`src/rtl/dmtx_pkg.sv`:
```
package dmtx_pkg;

  // line source selected by the control path
  typedef enum logic [2:0] {
    OUT_IDLE   = 3'd0,
    OUT_START  = 3'd1,
    OUT_DATA   = 3'd2,
    OUT_PARITY = 3'd3,
    OUT_STOP   = 3'd4
  } outSel_e;

  typedef enum logic [2:0] {
    ST_IDLE   = 3'd0,
    ST_START  = 3'd1,
    ST_DATA   = 3'd2,
    ST_PARITY = 3'd3,
    ST_STOP1  = 3'd4,
    ST_STOP2  = 3'd5,
    ST_SPI_LO = 3'd6,
    ST_SPI_HI = 3'd7
  } txState_e;

  // strobes from control to datapath
  typedef struct packed {
    logic    load;
    logic    shift;
    outSel_e outSel;
  } txStrobe_t;

endpackage

```
`src/rtl/dmtx_datapath.sv`:
```
module dmtx_datapath
  import dmtx_pkg::*;
#(
  parameter int DATA_W  = 8,
  parameter int LEN_W   = 2,
  parameter int MIN_LEN = 5
) (
  input  logic              clk,
  input  logic              rstN,
  input  logic              wrStrobe,
  input  logic [DATA_W-1:0] wrData,
  input  txStrobe_t         strobe,
  input  logic              cfgSpiMode,
  input  logic              cfgMsbFirst,
  input  logic              cfgParityOdd,
  input  logic [LEN_W-1:0]  cfgDataLen,
  output logic              bufValid,
  output logic              wrAccept,
  output logic              serOut
);

  logic [DATA_W-1:0] bufData;
  logic [DATA_W-1:0] shiftReg;
  logic [DATA_W-1:0] lenMask;
  logic              parityBit;
  logic              msbFirstQ;
  logic              curBit;

  assign wrAccept = wrStrobe & ~bufValid;

  // data bits that take part in parity for the selected length
  for (genvar i = 0; i < DATA_W; i++) begin : g_mask
    assign lenMask[i] = (i < (MIN_LEN + int'(cfgDataLen)));
  end

  always_ff @(posedge clk) begin
    if (!rstN) begin
      bufValid  <= 1'b0;
      bufData   <= '0;
    end else if (wrAccept) begin
      bufValid  <= 1'b1;
      bufData   <= wrData;
    end else if (strobe.load) begin
      bufValid  <= 1'b0;
    end
  end

  always_ff @(posedge clk) begin
    if (!rstN) begin
      shiftReg  <= '0;
      parityBit <= 1'b0;
      msbFirstQ <= 1'b0;
    end else if (strobe.load) begin
      shiftReg  <= bufData;
      parityBit <= (^(bufData & lenMask)) ^ cfgParityOdd;
      msbFirstQ <= cfgSpiMode & cfgMsbFirst;
    end else if (strobe.shift) begin
      if (msbFirstQ) shiftReg <= {shiftReg[DATA_W-2:0], 1'b0};
      else           shiftReg <= {1'b0, shiftReg[DATA_W-1:1]};
    end
  end

  assign curBit = msbFirstQ ? shiftReg[DATA_W-1] : shiftReg[0];

  always_comb begin
    unique case (strobe.outSel)
      OUT_START:  serOut = 1'b0;
      OUT_DATA:   serOut = curBit;
      OUT_PARITY: serOut = parityBit;
      default:    serOut = 1'b1;
    endcase
  end

endmodule

```
`src/rtl/dmtx_ctrl.sv`:
```
module dmtx_ctrl
  import dmtx_pkg::*;
#(
  parameter int DATA_W  = 8,
  parameter int LEN_W   = 2,
  parameter int MIN_LEN = 5
) (
  input  logic             clk,
  input  logic             rstN,
  input  logic             bitTick,
  input  logic             txEnable,
  input  logic             bufValid,
  input  logic             wrAccept,
  input  logic             txDoneClr,
  input  logic             cfgSpiMode,
  input  logic [LEN_W-1:0] cfgDataLen,
  input  logic             cfgParityEn,
  input  logic             cfgTwoStop,
  output txStrobe_t        strobe,
  output logic             sclkOut,
  output logic             txDone
);

  localparam int CNT_W = $clog2(DATA_W);
  localparam logic [CNT_W-1:0] SPI_LAST = CNT_W'(DATA_W - 1);

  txState_e         state, nextState;
  logic [CNT_W-1:0] bitIdx, nextIdx;
  logic [CNT_W-1:0] lastIdxQ;
  logic             parEnQ, twoStopQ;
  logic             tickEn, load, shift, frameEnd;

  assign tickEn = bitTick & txEnable;

  always_comb begin
    nextState = state;
    nextIdx   = bitIdx;
    load      = 1'b0;
    shift     = 1'b0;
    frameEnd  = 1'b0;
    if (tickEn) begin
      unique case (state)
        ST_IDLE:   load = bufValid;
        ST_START:  nextState = ST_DATA;
        ST_DATA: begin
          if (bitIdx == lastIdxQ) begin
            nextState = parEnQ ? ST_PARITY : ST_STOP1;
          end else begin
            shift   = 1'b1;
            nextIdx = bitIdx + 1'b1;
          end
        end
        ST_PARITY: nextState = ST_STOP1;
        ST_STOP1: begin
          if (twoStopQ) nextState = ST_STOP2;
          else          frameEnd  = 1'b1;
        end
        ST_STOP2:  frameEnd = 1'b1;
        ST_SPI_LO: nextState = ST_SPI_HI;
        ST_SPI_HI: begin
          if (bitIdx == SPI_LAST) begin
            frameEnd = 1'b1;
          end else begin
            shift     = 1'b1;
            nextIdx   = bitIdx + 1'b1;
            nextState = ST_SPI_LO;
          end
        end
        default:   nextState = ST_IDLE;
      endcase
      if (frameEnd) begin
        load      = bufValid;
        nextState = ST_IDLE;
      end
      if (load) begin
        nextState = cfgSpiMode ? ST_SPI_LO : ST_START;
        nextIdx   = '0;
        shift     = 1'b0;
      end
    end
  end

  always_ff @(posedge clk) begin
    if (!rstN) begin
      state    <= ST_IDLE;
      bitIdx   <= '0;
      lastIdxQ <= '0;
      parEnQ   <= 1'b0;
      twoStopQ <= 1'b0;
    end else begin
      state  <= nextState;
      bitIdx <= nextIdx;
      if (load) begin
        lastIdxQ <= CNT_W'(MIN_LEN - 1) + CNT_W'(cfgDataLen);
        parEnQ   <= cfgParityEn;
        twoStopQ <= cfgTwoStop;
      end
    end
  end

  always_ff @(posedge clk) begin
    if (!rstN)                      txDone <= 1'b0;
    else if (wrAccept)              txDone <= 1'b0;
    else if (frameEnd && !bufValid) txDone <= 1'b1;
    else if (txDoneClr)             txDone <= 1'b0;
  end

  always_comb begin
    unique case (state)
      ST_START:                      strobe.outSel = OUT_START;
      ST_DATA, ST_SPI_LO, ST_SPI_HI: strobe.outSel = OUT_DATA;
      ST_PARITY:                     strobe.outSel = OUT_PARITY;
      ST_STOP1, ST_STOP2:            strobe.outSel = OUT_STOP;
      default:                       strobe.outSel = OUT_IDLE;
    endcase
  end

  assign strobe.load  = load;
  assign strobe.shift = shift;
  assign sclkOut      = (state == ST_SPI_HI);

endmodule

```
`src/rtl/dual_mode_tx.sv`:
```
module dual_mode_tx
  import dmtx_pkg::*;
#(
  parameter int DATA_W  = 8,
  parameter int LEN_W   = 2,
  parameter int MIN_LEN = 5
) (
  input  logic              clk,
  input  logic              rstN,
  input  logic              txEnable,
  input  logic              cfgOneWire,
  input  logic              cfgSpiMode,
  input  logic              cfgMsbFirst,
  input  logic [LEN_W-1:0]  cfgDataLen,
  input  logic              cfgParityEn,
  input  logic              cfgParityOdd,
  input  logic              cfgTwoStop,
  input  logic              bitTick,
  input  logic              wrStrobe,
  input  logic [DATA_W-1:0] wrData,
  input  logic              txDoneClr,
  output logic              dataEmpty,
  output logic              txDone,
  output logic              serOut,
  output logic              sclkOut,
  output logic              pinDriveEn
);

  txStrobe_t strobe;
  logic      bufValid;
  logic      wrAccept;

  dmtx_ctrl #(.DATA_W(DATA_W), .LEN_W(LEN_W), .MIN_LEN(MIN_LEN)) ctrl_i (
    .clk         (clk),
    .rstN        (rstN),
    .bitTick     (bitTick),
    .txEnable    (txEnable),
    .bufValid    (bufValid),
    .wrAccept    (wrAccept),
    .txDoneClr   (txDoneClr),
    .cfgSpiMode  (cfgSpiMode),
    .cfgDataLen  (cfgDataLen),
    .cfgParityEn (cfgParityEn),
    .cfgTwoStop  (cfgTwoStop),
    .strobe      (strobe),
    .sclkOut     (sclkOut),
    .txDone      (txDone)
  );

  dmtx_datapath #(.DATA_W(DATA_W), .LEN_W(LEN_W), .MIN_LEN(MIN_LEN)) dp_i (
    .clk          (clk),
    .rstN         (rstN),
    .wrStrobe     (wrStrobe),
    .wrData       (wrData),
    .strobe       (strobe),
    .cfgSpiMode   (cfgSpiMode),
    .cfgMsbFirst  (cfgMsbFirst),
    .cfgParityOdd (cfgParityOdd),
    .cfgDataLen   (cfgDataLen),
    .bufValid     (bufValid),
    .wrAccept     (wrAccept),
    .serOut       (serOut)
  );

  assign dataEmpty  = ~bufValid;
  assign pinDriveEn = txEnable & cfgOneWire;

endmodule

```
`config.mk`:
```
export PLATFORM = sky130hd
export DESIGN_NAME = dual_mode_tx
export DESIGN_NICKNAME = d
export VERILOG_FILES = /design/src/rtl/dmtx_pkg.sv /design/src/rtl/dmtx_datapath.sv /design/src/rtl/dmtx_ctrl.sv /design/src/rtl/dual_mode_tx.sv
export SDC_FILE = /design/constraint.sdc
export NUM_CORES = 1
export LEC_CHECK = 0
export ABC_AREA = 1
export BUFFER_PORTS_ARGS = -buffer_cell sky130_fd_sc_hd__buf_2
export CORE_MARGIN = 4
export CORE_UTILIZATION = 50
export CTS_BUF_LIST = sky130_fd_sc_hd__clkbuf_4 sky130_fd_sc_hd__clkbuf_8
export CTS_CLUSTER_DIAMETER = 150
export DETAILED_ROUTE_END_ITERATION = 10
export GPL_TIMING_DRIVEN = 0
export PLACE_DENSITY = 0.72
export SLEW_MARGIN = 5
export SYNTH_ARGS = -nofsm -noshare
export SYNTH_HDL_FRONTEND = slang
export SYNTH_SLANG_ARGS = --single-unit
```
`constraint.sdc`:
```
create_clock -name clk -period 4.76 [get_ports clk]
set_input_delay 0.238 -clock clk [delete_from_list [all_inputs] [get_ports clk]]
set_output_delay 0.238 -clock clk [all_outputs]
set_load 0.01 [all_outputs]
```
Yosys cells after proc, flatten, opt, wreduce, memory -nomap -nowiden
Cells that the tools add are included.
- add/sub/neg operators: 3
- bitwise operators: 8
- reduce and logical (&&, ||, !) cells: 14
- multiplexer cells: 36
- equality and inequality tests: 17
- order comparisons: 8
- operator list (cell ; number):
    < comparator 4 x 32 -> 1 bit, first input constant ; 4
    < comparator 3 x 32 -> 1 bit, first input constant ; 2
    < comparator 1 x 32 -> 1 bit, first input constant ; 1
    < comparator 2 x 32 -> 1 bit, first input constant ; 1
    2-to-1 mux 3 bit ; 10
    2-to-1 mux 8 bit ; 3
    one-hot mux 3 bit (6 select lines) ; 1
    2-to-1 mux 1 bit ; 17
    equality test 3 bit, second input constant ; 5
    equality test 3 x 2 -> 1 bit, second input constant ; 4
    one-hot mux 3 bit (4 select lines) ; 1
    AND 8 bit ; 1
    inequality test 4 x 1 -> 1 bit, second input constant ; 2
    nonzero test 8 bit ; 1
    XOR reduction 8 bit ; 1
    equality test 3 x 1 -> 1 bit, second input constant ; 2
    inequality test 3 bit, second input constant ; 2
    one-hot mux 1 bit (3 select lines) ; 2
    one-hot mux 3 bit (2 select lines) ; 1
    nonzero test 2 bit ; 3
    AND reduction 5 bit ; 1
    adder 3 x 2 -> 4 bit, first input constant ; 1
    AND 1 bit ; 4
    inequality test 4 bit, second input constant ; 1
    13 further kinds ; 15
- bits in registers: 31
- input bits: 22
- output and inout bits: 5

Depth between registers and ports, before layout
- depth in word-level cells: 10
- gate-level depth with buffers: 14
- mapped depth without buffers: 13

Modules after synthesis
Synthesis repeated with hierarchy kept, for this count alone.
- cells, all modules: 276
- area, all modules: 1794.2 um^2
- modules (own cells, without submodules) (module ; times used ; area an instance (um^2) ; cells each):
    dmtx_datapath ; 1 ; 1014.7 ; 154
    dmtx_ctrl ; 1 ; 768.2 ; 119
    dual_mode_tx ; 1 ; 11.3 ; 3

Worst setup path before layout
OpenSTA, ideal clock, no wires.
- kind: register to register
- from: register ctrl_i.bitIdx[0]
- to: register dp_i.shiftReg[4]
- setup time: 0.119 ns
- path slack: 3.183 ns
- arrival: 1.458 ns
- required time: 4.641 ns
- cell stages (with the launch flop): 11
- clock period less this slack: 1.577 ns
- path buffers: 1
- path through: dfxtp_1 > ha_1 > ha_1 > nand2_2 > nand3_1 > nand3b_2 > nand2_4 > buf_8 > nand2_1 > inv_1 > nor2_2
- cells in the longest elaborated chain, start to end: 9
- elaborated cells between the ends (all ways): 15
- classes of those cells: eq/ne: 2; mux: 12; reduce/logical: 1
- ends and longest elaborated chain (what ; line ; source):
    from (decl) ; dmtx_ctrl.sv:28 ; logic [CNT_W-1:0] bitIdx, nextIdx;
    from (signal assigned) ; dmtx_ctrl.sv:92 ; bitIdx <= nextIdx;
    equality test 3 bit ; dmtx_ctrl.sv:61 ; if (bitIdx == SPI_LAST) begin
    2-to-1 mux 1 bit ; dmtx_ctrl.sv:61 ;
    one-hot mux 1 bit (3 select lines) ; dmtx_ctrl.sv:42 ; unique case (state)
    2-to-1 mux 1 bit ; dmtx_ctrl.sv:41 ; if (tickEn) begin
    2-to-1 mux 1 bit ; dmtx_ctrl.sv:71 ; if (frameEnd) begin
    2-to-1 mux 1 bit ; dmtx_ctrl.sv:41 ;
    2-to-1 mux 1 bit ; dmtx_ctrl.sv:75 ; if (load) begin
    2-to-1 mux 1 bit ; dmtx_ctrl.sv:41 ;
    nonzero test 2 bit (no source line) ; - ;
    to (signal assigned) ; dmtx_datapath.sv:54 ; shiftReg <= bufData;
    to (signal assigned) ; dmtx_datapath.sv:58 ; if (msbFirstQ) shiftReg <= {shiftReg[DATA_W-2:0], 1'b0};
    to (signal assigned) ; dmtx_datapath.sv:59 ; else shiftReg <= {1'b0, shiftReg[DATA_W-1:1]};
    to (decl) ; dmtx_datapath.sv:23 ; logic [DATA_W-1:0] shiftReg;
Parallel ways exist; a longest one is shown, timed or not. The select of a mux whose other input is x is not followed.
A chain may end at the register's enable or synchronous reset.

Worst setup path in the final report
Same ends and word-level chain as after synthesis.

==> impl_metrics.tcl <==
set metrics [dict create \
    worstPathRequired_ns 4.94 \
    hold_path_end "dp_i.bufValid" \
    slew_headroom_pct 68.8 \
    crit_type "reg -> reg" \
    hold_viol_final 0 \
    synth-warning-count 0 \
    dpl_cell_area_sq_mm 0.00201 \
    max_clock_freq_ghz 0.569 \
    viasPerCell 4.93 \
    synth_seq_cells 31 \
    synth_seq_area_share_pct 34.0 \
    holdPathStages 3 \
    fin_skew_ns 0.00842 \
    worstSkewPairLatency_ns 0.29 \
    route.detailed.drc 0 \
    synth_area_sq_mm 0.00183 \
    clock-root-buffer "clkbuf_8" \
    path_common_cell "ha_1" \
    hold_buffers 0 \
    initial_core_util_pct 53.0 \
    cts_buffer_depth 2 \
    cts_setup_buffers 0 \
    dieArea_sq_mm 0.00468 \
    finalCriticalPeriod_ns 1.76 \
    fin_crit_sh_pct 36.9 \
    max_stage_delay_ns 0.34 \
    netlist-cell-type-count 37 \
    worstPathArrival_ns 1.94 \
    synth_top_area_cell "dfxtp_1" \
    io-pin-count 27 \
    swShare_pct 30.1 \
    gr-total-overflow 0 \
    p_clk_share_pct 37.1 \
    routed_wl_mm 4.04 \
    p_seq_share_pct 40.0 \
    synthCells 273 \
    antenna_cells 0 \
    final_area_sq_mm 0.00213 \
    finalSetupTns_ns 0 \
    synth_top_area_share_pct 34.0 \
    rows 21 \
    drt_pass1_iterations 4 \
    worstMarginPinSlew_ns 0.468 \
    final_core_util_pct 61.8 \
    p_sw_mw 0.221 \
    yosysMostFrequentCell "nand2_1" \
    cp.depth 10 \
    postRouteAntennaNets 0 \
    ir_worst_vdd_mv 0.147 \
    drtIter0Drc 125 \
    synth_nets 297 \
    leakage_nw 1.07 \
    avgRoutedWirePerCell_um 11.5 \
    hp-start "wrStrobe" \
    startpoint_type "flip-flop" \
    cts_resized 0 \
    crit_family "simple AND/OR/NAND/NOR gates" \
    grt_pass1_vias 1496 \
    finalWeightedCongestion 0.873 \
    rsz0062_at_grt "no" \
    cts_inserted_buffers 5 \
    slowest_stage "dfxtp_1" \
    crit_buf_inv 2 \
    portBuffers 25 \
    netlist_top_cells_count "nand2_1, nor2_1, inv_1" \
    path_cells "ha_1, ha_1, nand2_2, nand3_1, nand3b_2, nand2_4, buf_8, nand2_1, inv_1, nor2_2" \
    setup_viol 0 \
    r2r_cells 10 \
    cts_max_level 2 \
    chipHeight_um 68.4 \
    maxCapViolations 0 \
    final_nets 329 \
    ys_async_sr_fraction_pct 0 \
    die_w_um 68.4 \
    cp-end-kind "flip-flop" \
    place_hpwl_mm 3.01 \
    drive_above_1_share_pct 19.6 \
    synth_area_leaders "dfxtp_1, nand2_1, nor2_1, inv_1, o21ai_0" \
    synthFlopType "dfxtp_1" \
    r2r-end "dp_i.shiftReg[4]" \
    r2r_start "ctrl_i.bitIdx[0]" \
    synth.avg_cell_area_sq_um 6.69 \
    clock_sinks 31 \
    grt_pass1_wl_mm 6.89 \
    area_growth_pct 16.4 \
    grt_usage_pct 19.9 \
    grt_antenna_before_repair 0 \
    fin_hold_ws_ns 0.181 \
    cts_tree "built" \
    core_area_sq_mm 0.00344 \
    synth_edf_count 0 \
    power_density_mw_per_mm2 345 \
    run_status "complete, no violations" \
    r2r_slack_ns 3.00 \
    clk_pin_slew_ns 0.07 \
    slew_viol_final 0 \
    worstHoldPathType "in -> reg" \
    vias 1736 \
    cp_max_fo 10 \
    grt_max_degree 11 \
    pwr-share-comb_pct 22.8 \
    p_int_mw 0.513 \
]
## worst min-delay path, cell delays in order
cell and delay [ns]:
buf_2 0.09, o211ai_1 0.07, inv_1 0.05
## state kept, by name (all words and copies together) (netlist names), 3 cells and up
name	count
dp_i.shiftReg	8
dp_i.bufData	8
ctrl_i.bitIdx	3
ctrl_i.lastIdxQ	3
ctrl_i.state	3
## cell usage in the layout, fill, tap and decap left out, types with 2 or more instances in the layout
cell type,instances
or2_2,2
dfxtp_1,31
clkbuf_8,6
o21ai_0,18
buf_2,27
nor2_1,33
xnor2_1,2
inv_1,32
xor2_1,3
nand2_4,2
mux2i_1,4
nor2_4,2
clkbuf_1,2
nand2_1,76
o21ai_1,4
nand3_1,14
ha_1,2
nand2_2,5
nor2_2,4
nand2b_1,3
buf_6,2
a21oi_1,13
o211ai_1,2
## how the worst max path moves through the flow
stage	startpoint	end	slack [ns]
after floorplan	ctrl_i.bitIdx[0]	dp_i.shiftReg[4]	3.18
after global placement	ctrl_i.bitIdx[0]	dp_i.shiftReg[5]	3.01
after detailed placement	ctrl_i.bitIdx[0]	dp_i.shiftReg[4]	3.00
after CTS	ctrl_i.bitIdx[0]	dp_i.shiftReg[6]	2.99
after global routing	ctrl_i.bitIdx[0]	dp_i.shiftReg[6]	2.87
final	ctrl_i.bitIdx[0]	dp_i.shiftReg[4]	3.00
## per-stage QoR
step	power [mW]	setup WS, ns	std cells
floorplan	0.426	3.18	273
global placement	0.464	3.01	344
detailed placement	0.466	3.00	344
CTS	0.736	2.99	352
global route	0.776	2.87	352
finish	0.734	3.00	352
## logic make-up (layout without fill, tap and decap cells)
family,count (synthesis),in the layout,synth area share (%)
and+or+nand+nor,145,145,36.1
AOI/OAI and AO/OA,43,43,13.0
buffers and inverters,43,76,10.9
DFF,31,31,34.0
xor gates and xnor gates,5,5,2.40
muxes,4,4,2.19
adders and majority gates,2,2,1.37
## power by group through the flow
stage	Sequential (mW)	Combinational, mW	Clock, mW
after global placement	0.299	0.165	0
after global routing	0.296	0.193	0.287
after floorplan	0.296	0.130	0
after detailed placement	0.299	0.167	0
final	0.294	0.168	0.273
after CTS	0.294	0.168	0.274
## routing by layer
layer  share of wire [%]  routed length, um  track usage, %
met3                 5.6                228            4.43
met1                  50               2040            27.8
met2                  42               1710            29.0
met4                 1.7                 70            8.93
met5                   0                  0               0
## layout make-up
class                           count  area (sq um)
Multi-Input combinational cell    199          1010
Sequential cell                    31           621
Buffer                              9          66.3
Inverter                           34           133
Tap cell                           46          57.6
Clock buffer                        6          82.6
Fill cell                         332          1320
Clock inverter                      2          35.0
Timing Repair Buffer               25           125
Power figures use the tool's default switching activity.
